**src/rtl/ctrap_pkg.sv**
```systemverilog
package ctrap_pkg;

  localparam int COND_N = 3;

  typedef enum logic [2:0] {
    CLS_PLAIN     = 3'd0,
    CLS_READ_SEL  = 3'd1,
    CLS_WRITE_SEL = 3'd2,
    CLS_ENABLE    = 3'd3,
    CLS_EXEC      = 3'd4,
    CLS_RESTORE   = 3'd5,
    CLS_XFER      = 3'd6,
    CLS_SPARE     = 3'd7
  } instr_cls_e;

  typedef enum logic [1:0] {
    SQ_IDLE  = 2'd0,
    SQ_STORE = 2'd1,
    SQ_FETCH = 2'd2,
    SQ_DONE  = 2'd3
  } seq_state_e;

  // Instruction classes that hold a trap off until the next boundary.
  function automatic logic cls_defers(input logic [2:0] c);
    case (instr_cls_e'(c))
      CLS_READ_SEL, CLS_WRITE_SEL, CLS_ENABLE, CLS_EXEC, CLS_RESTORE: return 1'b1;
      default: return 1'b0;
    endcase
  endfunction

endpackage

```
**src/rtl/ctrap_pending.sv**
```systemverilog
module ctrap_pending
  import ctrap_pkg::*;
#(
  parameter int NUM_CH = 3,
  localparam int NB = COND_N * NUM_CH
) (
  input  logic              clk,
  input  logic              rst,
  input  logic [NB-1:0]     ev,
  input  logic [NB-1:0]     clr,
  input  logic              enb_stb,
  input  logic [NB-1:0]     enb_mask,
  input  logic [NUM_CH-1:0] svc_oh,
  output logic [NB-1:0]     elig
);

  for (genvar c = 0; c < NUM_CH; c++) begin : g_ch
    logic [COND_N-1:0] pend_q;
    logic [COND_N-1:0] en_q;
    logic [COND_N-1:0] ch_elig;
    logic [COND_N-1:0] svc;

    assign ch_elig = pend_q & en_q;
    assign svc     = svc_oh[c] ? ch_elig : '0;
    assign elig[c*COND_N +: COND_N] = ch_elig;

    always_ff @(posedge clk) begin
      if (rst) begin
        pend_q <= '0;
        en_q   <= '0;
      end else begin
        // served and cleared bits drop; a fresh event always lands
        pend_q <= (pend_q & ~svc & ~clr[c*COND_N +: COND_N]) | ev[c*COND_N +: COND_N];
        if (enb_stb) en_q <= enb_mask[c*COND_N +: COND_N];
      end
    end
  end

endmodule

```
**src/rtl/ctrap_arbiter.sv**
```systemverilog
module ctrap_arbiter
  import ctrap_pkg::*;
#(
  parameter int NUM_CH = 3,
  localparam int NB = COND_N * NUM_CH,
  localparam int IDX_W = (NUM_CH > 1) ? $clog2(NUM_CH) : 1
) (
  input  logic [NB-1:0]     elig,
  output logic              any,
  output logic [NUM_CH-1:0] sel_oh,
  output logic [IDX_W-1:0]  sel_idx,
  output logic [COND_N-1:0] sel_cond
);

  logic [NUM_CH-1:0] hit;
  logic [NUM_CH-1:0] lower;

  for (genvar c = 0; c < NUM_CH; c++) begin : g_pri
    assign hit[c] = |elig[c*COND_N +: COND_N];
    if (c == 0) begin : g_first
      assign lower[c] = 1'b0;
    end else begin : g_rest
      assign lower[c] = lower[c-1] | hit[c-1];
    end
    assign sel_oh[c] = hit[c] & ~lower[c];
  end

  assign any = |hit;

  always_comb begin
    sel_idx  = '0;
    sel_cond = '0;
    for (int c = 0; c < NUM_CH; c++) begin
      if (sel_oh[c]) begin
        sel_idx  = IDX_W'(c);
        sel_cond = elig[c*COND_N +: COND_N];
      end
    end
  end

endmodule

```
**src/rtl/ctrap_seq.sv**
```systemverilog
module ctrap_seq
  import ctrap_pkg::*;
#(
  parameter int NUM_CH = 3,
  parameter int AW = 15,
  parameter int TRAP_BASE = 10,
  localparam int IDX_W = (NUM_CH > 1) ? $clog2(NUM_CH) : 1
) (
  input  logic              clk,
  input  logic              rst,
  input  logic              instr_step,
  input  logic [2:0]        instr_class,
  input  logic              hp_req,
  input  logic              enb_stb,
  input  logic              rct_stb,
  input  logic [AW-1:0]     pc,
  input  logic              any,
  input  logic [IDX_W-1:0]  sel_idx,
  input  logic [COND_N-1:0] sel_cond,
  input  logic              store_ready,
  input  logic              fetch_ready,
  output logic              take,
  output logic              trap_req,
  output logic              store_valid,
  output logic [AW-1:0]     store_addr,
  output logic [AW-1:0]     store_addr_fld,
  output logic [AW-1:0]     store_dec_fld,
  output logic              fetch_valid,
  output logic [AW-1:0]     fetch_addr
);

  seq_state_e        state_q;
  logic              arm_q;
  logic [IDX_W-1:0]  cap_idx;
  logic [AW-1:0]     cap_pc;
  logic [COND_N-1:0] cap_cond;
  logic              step_ok;
  logic [AW-1:0]     even_addr;

  assign step_ok = instr_step && !cls_defers(instr_class) && !hp_req;
  assign take    = (state_q == SQ_IDLE) && step_ok && arm_q && any;

  always_ff @(posedge clk) begin
    if (rst) begin
      state_q  <= SQ_IDLE;
      arm_q    <= 1'b0;
      cap_idx  <= '0;
      cap_pc   <= '0;
      cap_cond <= '0;
    end else begin
      arm_q <= (arm_q & ~take) | enb_stb | rct_stb;
      if (take) begin
        cap_idx  <= sel_idx;
        cap_pc   <= pc - AW'(1);
        cap_cond <= sel_cond;
      end
      case (state_q)
        SQ_IDLE:  if (take) state_q <= SQ_STORE;
        SQ_STORE: if (store_ready) state_q <= SQ_FETCH;
        SQ_FETCH: if (fetch_ready) state_q <= SQ_DONE;
        default:  state_q <= SQ_IDLE;
      endcase
    end
  end

  assign even_addr      = AW'(TRAP_BASE) + AW'({cap_idx, 1'b0});
  assign trap_req       = (state_q != SQ_IDLE);
  assign store_valid    = (state_q == SQ_STORE);
  assign fetch_valid    = (state_q == SQ_FETCH);
  assign store_addr     = even_addr;
  assign fetch_addr     = even_addr | AW'(1);
  assign store_addr_fld = cap_pc;
  assign store_dec_fld  = AW'(cap_cond);

endmodule

```
**src/rtl/ctrap_ctrl.sv**
```systemverilog
module ctrap_ctrl
  import ctrap_pkg::*;
#(
  parameter int NUM_CH = 3,
  parameter int AW = 15,
  parameter int TRAP_BASE = 10,
  localparam int NB = COND_N * NUM_CH,
  localparam int IDX_W = (NUM_CH > 1) ? $clog2(NUM_CH) : 1
) (
  input  logic          clk,
  input  logic          rst,
  input  logic [NB-1:0] ev,
  input  logic [NB-1:0] clr,
  input  logic          enb_stb,
  input  logic [NB-1:0] enb_mask,
  input  logic          rct_stb,
  input  logic          instr_step,
  input  logic [2:0]    instr_class,
  input  logic [AW-1:0] pc,
  input  logic          hp_req,
  output logic          trap_req,
  output logic          store_valid,
  input  logic          store_ready,
  output logic [AW-1:0] store_addr,
  output logic [AW-1:0] store_addr_fld,
  output logic [AW-1:0] store_dec_fld,
  output logic          fetch_valid,
  input  logic          fetch_ready,
  output logic [AW-1:0] fetch_addr
);

  logic [NB-1:0]     elig;
  logic              any;
  logic [NUM_CH-1:0] sel_oh;
  logic [IDX_W-1:0]  sel_idx;
  logic [COND_N-1:0] sel_cond;
  logic              take;
  logic [NUM_CH-1:0] svc_oh;

  assign svc_oh = take ? sel_oh : '0;

  ctrap_pending #(.NUM_CH(NUM_CH)) u_pend (
    .clk      (clk),
    .rst      (rst),
    .ev       (ev),
    .clr      (clr),
    .enb_stb  (enb_stb),
    .enb_mask (enb_mask),
    .svc_oh   (svc_oh),
    .elig     (elig)
  );

  ctrap_arbiter #(.NUM_CH(NUM_CH)) u_arb (
    .elig     (elig),
    .any      (any),
    .sel_oh   (sel_oh),
    .sel_idx  (sel_idx),
    .sel_cond (sel_cond)
  );

  ctrap_seq #(.NUM_CH(NUM_CH), .AW(AW), .TRAP_BASE(TRAP_BASE)) u_seq (
    .clk            (clk),
    .rst            (rst),
    .instr_step     (instr_step),
    .instr_class    (instr_class),
    .hp_req         (hp_req),
    .enb_stb        (enb_stb),
    .rct_stb        (rct_stb),
    .pc             (pc),
    .any            (any),
    .sel_idx        (sel_idx),
    .sel_cond       (sel_cond),
    .store_ready    (store_ready),
    .fetch_ready    (fetch_ready),
    .take           (take),
    .trap_req       (trap_req),
    .store_valid    (store_valid),
    .store_addr     (store_addr),
    .store_addr_fld (store_addr_fld),
    .store_dec_fld  (store_dec_fld),
    .fetch_valid    (fetch_valid),
    .fetch_addr     (fetch_addr)
  );

endmodule

```
**config.mk**
```make
export PLATFORM = sky130hd
export DESIGN_NAME = ctrap_ctrl
export DESIGN_NICKNAME = d
export VERILOG_FILES = /design/src/rtl/ctrap_pkg.sv /design/src/rtl/ctrap_pending.sv /design/src/rtl/ctrap_arbiter.sv /design/src/rtl/ctrap_seq.sv /design/src/rtl/ctrap_ctrl.sv
export SDC_FILE = /design/constraint.sdc
export NUM_CORES = 1
export LEC_CHECK = 0
export BUFFER_PORTS_ARGS = -buffer_cell sky130_fd_sc_hd__buf_2
export CAP_MARGIN = 10
export CORE_ASPECT_RATIO = 1.5
export CORE_MARGIN = 2
export CORE_UTILIZATION = 42
export CTS_CLUSTER_DIAMETER = 50
export DETAILED_ROUTE_END_ITERATION = 8
export GPL_TIMING_DRIVEN = 0
export PLACE_DENSITY = 0.77
export SLEW_MARGIN = 10
export SYNTH_ARGS = -nofsm -noshare
export SYNTH_HDL_FRONTEND = slang
export SYNTH_SLANG_ARGS = --single-unit
```
**constraint.sdc**
```tcl
create_clock -name clk -period 2 [get_ports clk]
set_input_delay 0.1 -clock clk [delete_from_list [all_inputs] [get_ports clk]]
set_output_delay 0.1 -clock clk [all_outputs]
set_load 0.02 [all_outputs]
```
# Word level (Yosys, flattened, before mapping)
# Cells that the tools add are included.
# W data, S select, Z words.
totals:
  out_inout_bits: 63
  ff_bits: 41
  in_bits: 53
op_classes:
  n_reduce_logical: 15
  eq_ne: 10
  n_addsub: 2
  n_mux: 14
  bitwise_logic: 27
ops:
  columns: ["op", "count"]
  rows:
  - ["$and A3 B3 Y3", 9]
  - ["$mux W3", 7]
  - ["$not A3 Y3", 6]
  - ["$sub A15 B1 Y15 const B", 1]
  - ["$or A3 B3 Y3", 3]
  - ["$reduce_or A3 Y1", 3]
  - ["$reduce_or A9 Y1", 1]
  - ["$mux W2", 4]
  - ["$eq A3 B2 Y1 const B", 2]
  - ["$eq A3 B3 Y1 const B", 2]
  - ["$pmux W2 S3", 1]
  - ["$add A4 B3 Y5 const A", 1]
  - ["$logic_and A1 B1 Y1", 5]
  - ["$reduce_or A5 Y1", 1]
  - ["$ne A2 B1 Y1 const B", 2]
  - ["$and A1 B1 Y1", 3]
  - ["$eq A3 B1 Y1 const B", 1]
  - ["$not A1 Y1", 3]
  - ["$or A1 B1 Y1", 3]
  - ["$reduce_and A3 Y1", 1]
  - ["$eq A2 B1 Y1 const B", 1]
  - ["$eq A2 B2 Y1 const B", 1]
  - ["$logic_not A1 Y1", 2]
  - ["$logic_not A2 Y1", 1]
  - ["3 further kinds", 4]

# Logic depth before layout (Yosys ltp)
logic_depth:
  word_depth: 15
  depth_mapped: 8

# Cells and area by module
# From an unflattened synthesis, not the netlist that was laid out.
hier_totals:
  cells_unflattened: 279
  area_unflattened_um2: 2429.8
by_module_without_submodules:
  columns: ["module", "area_per_inst_um2", "cells_per_inst", "instances"]
  rows:
  - ["ctrap_seq", 1559.0, 173, 1]
  - ["ctrap_pending", 725.7, 84, 1]
  - ["ctrap_arbiter", 126.4, 19, 1]
  - ["ctrap_ctrl", 18.8, 3, 1]

# Worst setup path before layout
# OpenSTA, ideal clock, no wires.
synth_timing:
  kind: "input port to flip-flop"
  from: "input pc[0]"
  to: "register u_seq.cap_pc[14], in the netlist u_seq.store_addr_fld[14]"
  t_required_ps: 1912
  setup_time_ps: 88
  arrival_ps: 1835
  stages: 7
  path_buffers: 1
  path_slack_ps: 77
  cell_sequence: "inv_1 ha_1 or3b_2 clkbuf_1 or2_2 or4_4 a311oi_2"
synth_between:
  elab_chain_cells: 1
synth_rtl:
  columns: ["element", "line_no", "text"]
  rows:
  - ["start: declaration", "ctrap_ctrl.sv:19", "input logic [AW-1:0] pc,"]
  - ["$sub A15 B1 Y15", "ctrap_seq.sv:54", "cap_pc <= pc - AW'(1);"]
  - ["end signal: assignment", "ctrap_seq.sv:54", null]
  - ["end: declaration", "ctrap_seq.sv:35", "logic [AW-1:0] cap_pc;"]
# No other way between the ends.
# A chain may end at the register's enable or synchronous reset.

# Worst setup path after layout
layout_timing:
  from: "register u_seq.state_q[0]"
  to: "register u_seq.cap_pc[13], in the netlist u_seq.store_addr_fld[13]"
layout_between:
  elab_chain_cells: 4
layout_rtl:
  columns: ["element", "line_no", "text"]
  rows:
  - ["start: declaration", "ctrap_seq.sv:32", "seq_state_e state_q;"]
  - ["start signal: assignment", "ctrap_seq.sv:45", "state_q <= SQ_IDLE;"]
  - ["start signal: assignment", "ctrap_seq.sv:58", "SQ_IDLE: if (take) state_q <= SQ_STORE;"]
  - ["start signal: assignment", "ctrap_seq.sv:59", "SQ_STORE: if (store_ready) state_q <= SQ_FETCH;"]
  - ["$logic_not A2 Y1", "ctrap_seq.sv:41", "assign take = (state_q == SQ_IDLE) && step_ok && arm_q && any;"]
  - ["$logic_and A1 B1 Y1 (3 in series)", "ctrap_seq.sv:41", null]
# No other way between the ends.

==> metrics <==
status=finished clean; max incr delay on CP=0.48 ns; Min Hold Slack=0.01577 ns; critical path peak fanout=10; synthesized instance count=270; Vias=2315; GR Layer Usage met3=3.977%; syn_area_per_cell=8.837 um2; Reg clk slew, reported paths=0.08 ns; Area growth syn-to-layout=31.25%; most frequent cells in the layout=80 x buf_2, 46 x buf_4, 41 x dfxtp_1, 34 x conb_1, 17 x a21oi_1; max-cap violation count=0; Synth cell types=45; Final ANT Viol Nets=0; DRC viols=0; Max Freq=0.5362 GHz; placed insts=451; CP Cell Sequence=inv_1, ha_1, inv_1, a2111o_2, nor2_4, buf_4, a311oi_1; CP most frequent cell=inv_1; gr ovfl total=0; DR WL/cell=13.21 um; HP Class=primary input to register; Cell Rows=33; global placer's final weighted congestion=0.8144; initial antenna violation count=0; Final #Nets=451; die area=6312 um2; Post-CTS Hold Buffers=0; Design Area, Final=3132 um2; Worst Skew=0.007461 ns; power share of the clock group=28.8%; Worst slew margin=51.93%; Synth warnings=0; ratio of cells with drive above 1 in the final layout=37.24%; Pre-Repair DR Iteration Count=4; Worst EP arrival=2.02 ns; detailed placement HPWL=4883 um; Top FF cell, synth=dfxtp_1; DIE WIDTH=65.54 um; pin count of the biggest net entering global routing=12; Buffers on Ports=79; cts bufs inserted=5; GRT Max-Usage Layer=met2; clock tree buffer depth=2; met1 usage=20.49%; Yosys reg bits=41; Post-DP Area=2989 um2; Synth Cell Area=2386 um2; worst slew pin tran=0.7210 ns; drt initial violations=59; LEAKAGE=1.453 nW; Worst Path Required=2.16 ns; # clock sinks=41; H-Tree Depth=2; Post-Route WL=6103 um; P_sw=580.8 uW; final hold viol count=0; Total GRT Usage=20.00%; I/O pins=116; Pwr Total=1.908 mW; Comb pwr share=24.6%; Max VDD drop=0.3684 mV; Initial Util=43.45%; PwrDens=609.2 nW/um2; switching part of the total power=30.44%; ys async rst share=0%; clock tree from TritonCTS=built; final setup fails=0; number of enable flip-flop cells after synthesis=0; RSZ-0062 raised after global routing=no; pre-CTS WS=-0.2021 ns; ant diodes=0; vias per inst=5.011; first-pass GRT wire length=9777 um; Die Ht=96.31 um; CORE AREA=5492 um2; GR Util met2=38.61%; leading cell type in the layout, fill and taps excluded=buf_2; clk_lat worst skew=0.30 ns; vias in the first global route=2286; TNS Setup=0 ns; worst setup slack after layout=0.1352 ns; Power Internal=1.327 mW; critical path's slowest cell=a2111o_2; CTS Root Cell=clkbuf_8; CP Capture Type=register; Post-Layout Cell Count=462; Startpoint Class=register; Pins Over Slew Limit=0; sequential share of the synthesized area=34.40%; Sequential Power Share=46.6%; Min Clock Period, post-route=1.865 ns; final worst-path cycle share=93.24%; final core utilization=57.03%; Crit Path Class=register to register
## final timing paths
check | slack (ns) | cells after the start | from | to
setup reg to reg | 0.14 | 7 | u_seq.state_q[0] | u_seq.store_addr_fld[13]
hold reg to reg | 0.48 | 2 | u_seq.arm_q | u_seq.arm_q
setup / recovery | 0.14 | 7 | u_seq.state_q[0] | u_seq.store_addr_fld[13]
hold / removal | 0.02 | 2 | ev[3] | u_pend.g_ch[1].pend_q[0]
## worst max-delay path: cells and delay by family (launching register included)
kind	cells	cell delay [ns]
buffers and inverters	3	0.40
adders and majority gates	1	0.19
AOI/OAI and AO/OA	2	0.58
DFF	1	0.35
and+or+nand+nor	1	0.22
## metal layers
metal | vias up | routed length (um)
met5 | - | 0
met1 | 1067 | 2169
met3 | 12 | 411
met2 | 87 | 3383
met4 | 0 | 138
li1 | 1149 | -
## timing repair
item                                    in CTS  in global routing
gates resized for setup                      4                 10
pin swaps                                    3                  1
gates cloned                                 0                  0
endpoints found under the setup margin      22                 16
setup buffers                                5                  1
## cell usage after synthesis, drive strengths merged, types with 2 or more instances
| library cell | instances | area [um2] |
|---|---|---|
| xnor2 | 8 | 70.07 |
| inv | 16 | 60.06 |
| nor2 | 15 | 58.81 |
| nand3 | 4 | 20.02 |
| or4 | 4 | 37.53 |
| o31ai | 4 | 30.03 |
| clkbuf | 14 | 52.55 |
| a21oi | 17 | 85.08 |
| a222oi | 3 | 30.03 |
| o21a | 6 | 45.04 |
| nand2 | 11 | 41.29 |
| o21ai | 3 | 15.01 |
| a22o | 5 | 43.79 |
| a32oi | 2 | 17.52 |
| a211oi | 13 | 97.59 |
| or3 | 5 | 36.28 |
| nor3 | 3 | 15.01 |
| mux2i | 11 | 110.1 |
| conb | 2 | 7.510 |
| a22oi | 3 | 22.52 |
| buf | 41 | 299.0 |
| dfxtp | 41 | 820.8 |
| nor4 | 6 | 37.54 |
| a311o | 2 | 20.02 |
| ha | 6 | 75.07 |
| a311oi | 10 | 93.84 |
| nor3b | 3 | 22.52 |
## registers in the layout, indices dropped and copies added, names as in the netlist
signal and count:
u_pend.g_ch.en_q 9, u_pend.g_ch.pend_q 9, u_seq.arm_q 1, u_seq.cap_cond 3
u_seq.cap_idx 2, u_seq.state_q 2, u_seq.store_addr_fld 15
## area by class of cell
class | count | area [um2]
buffer | 53 | 356.6
clock buffer | 7 | 86.33
fill | 554 | 2360
inverter | 16 | 60.06
multi-input combinational | 190 | 1280
sequential | 41 | 820.8
tap | 70 | 87.58
timing repair buffer | 85 | 440.4
## power by group through the flow
stage               clock [mW]  combinational [mW]  sequential (mW)
global placement             0               0.440            0.906
finish                   0.549               0.469            0.889
CTS                      0.550               0.462            0.889
detailed placement           0               0.451            0.908
floorplan                    0               0.322            0.906
global route             0.579               0.519            0.894
## logic make-up after synthesis
logic type	after synthesis	synth area share (%)
buffers and inverters	71	17.25
AO/OA/AOI/OAI	74	24.23
XOR/XNOR	9	3.304
AND/OR/NAND/NOR	56	12.74
other	2	0.3147
adder cells (fa/ha/maj)	6	3.146
flip-flops	41	34.40
multiplexers	11	4.615
Power figures use the tool's default switching activity.
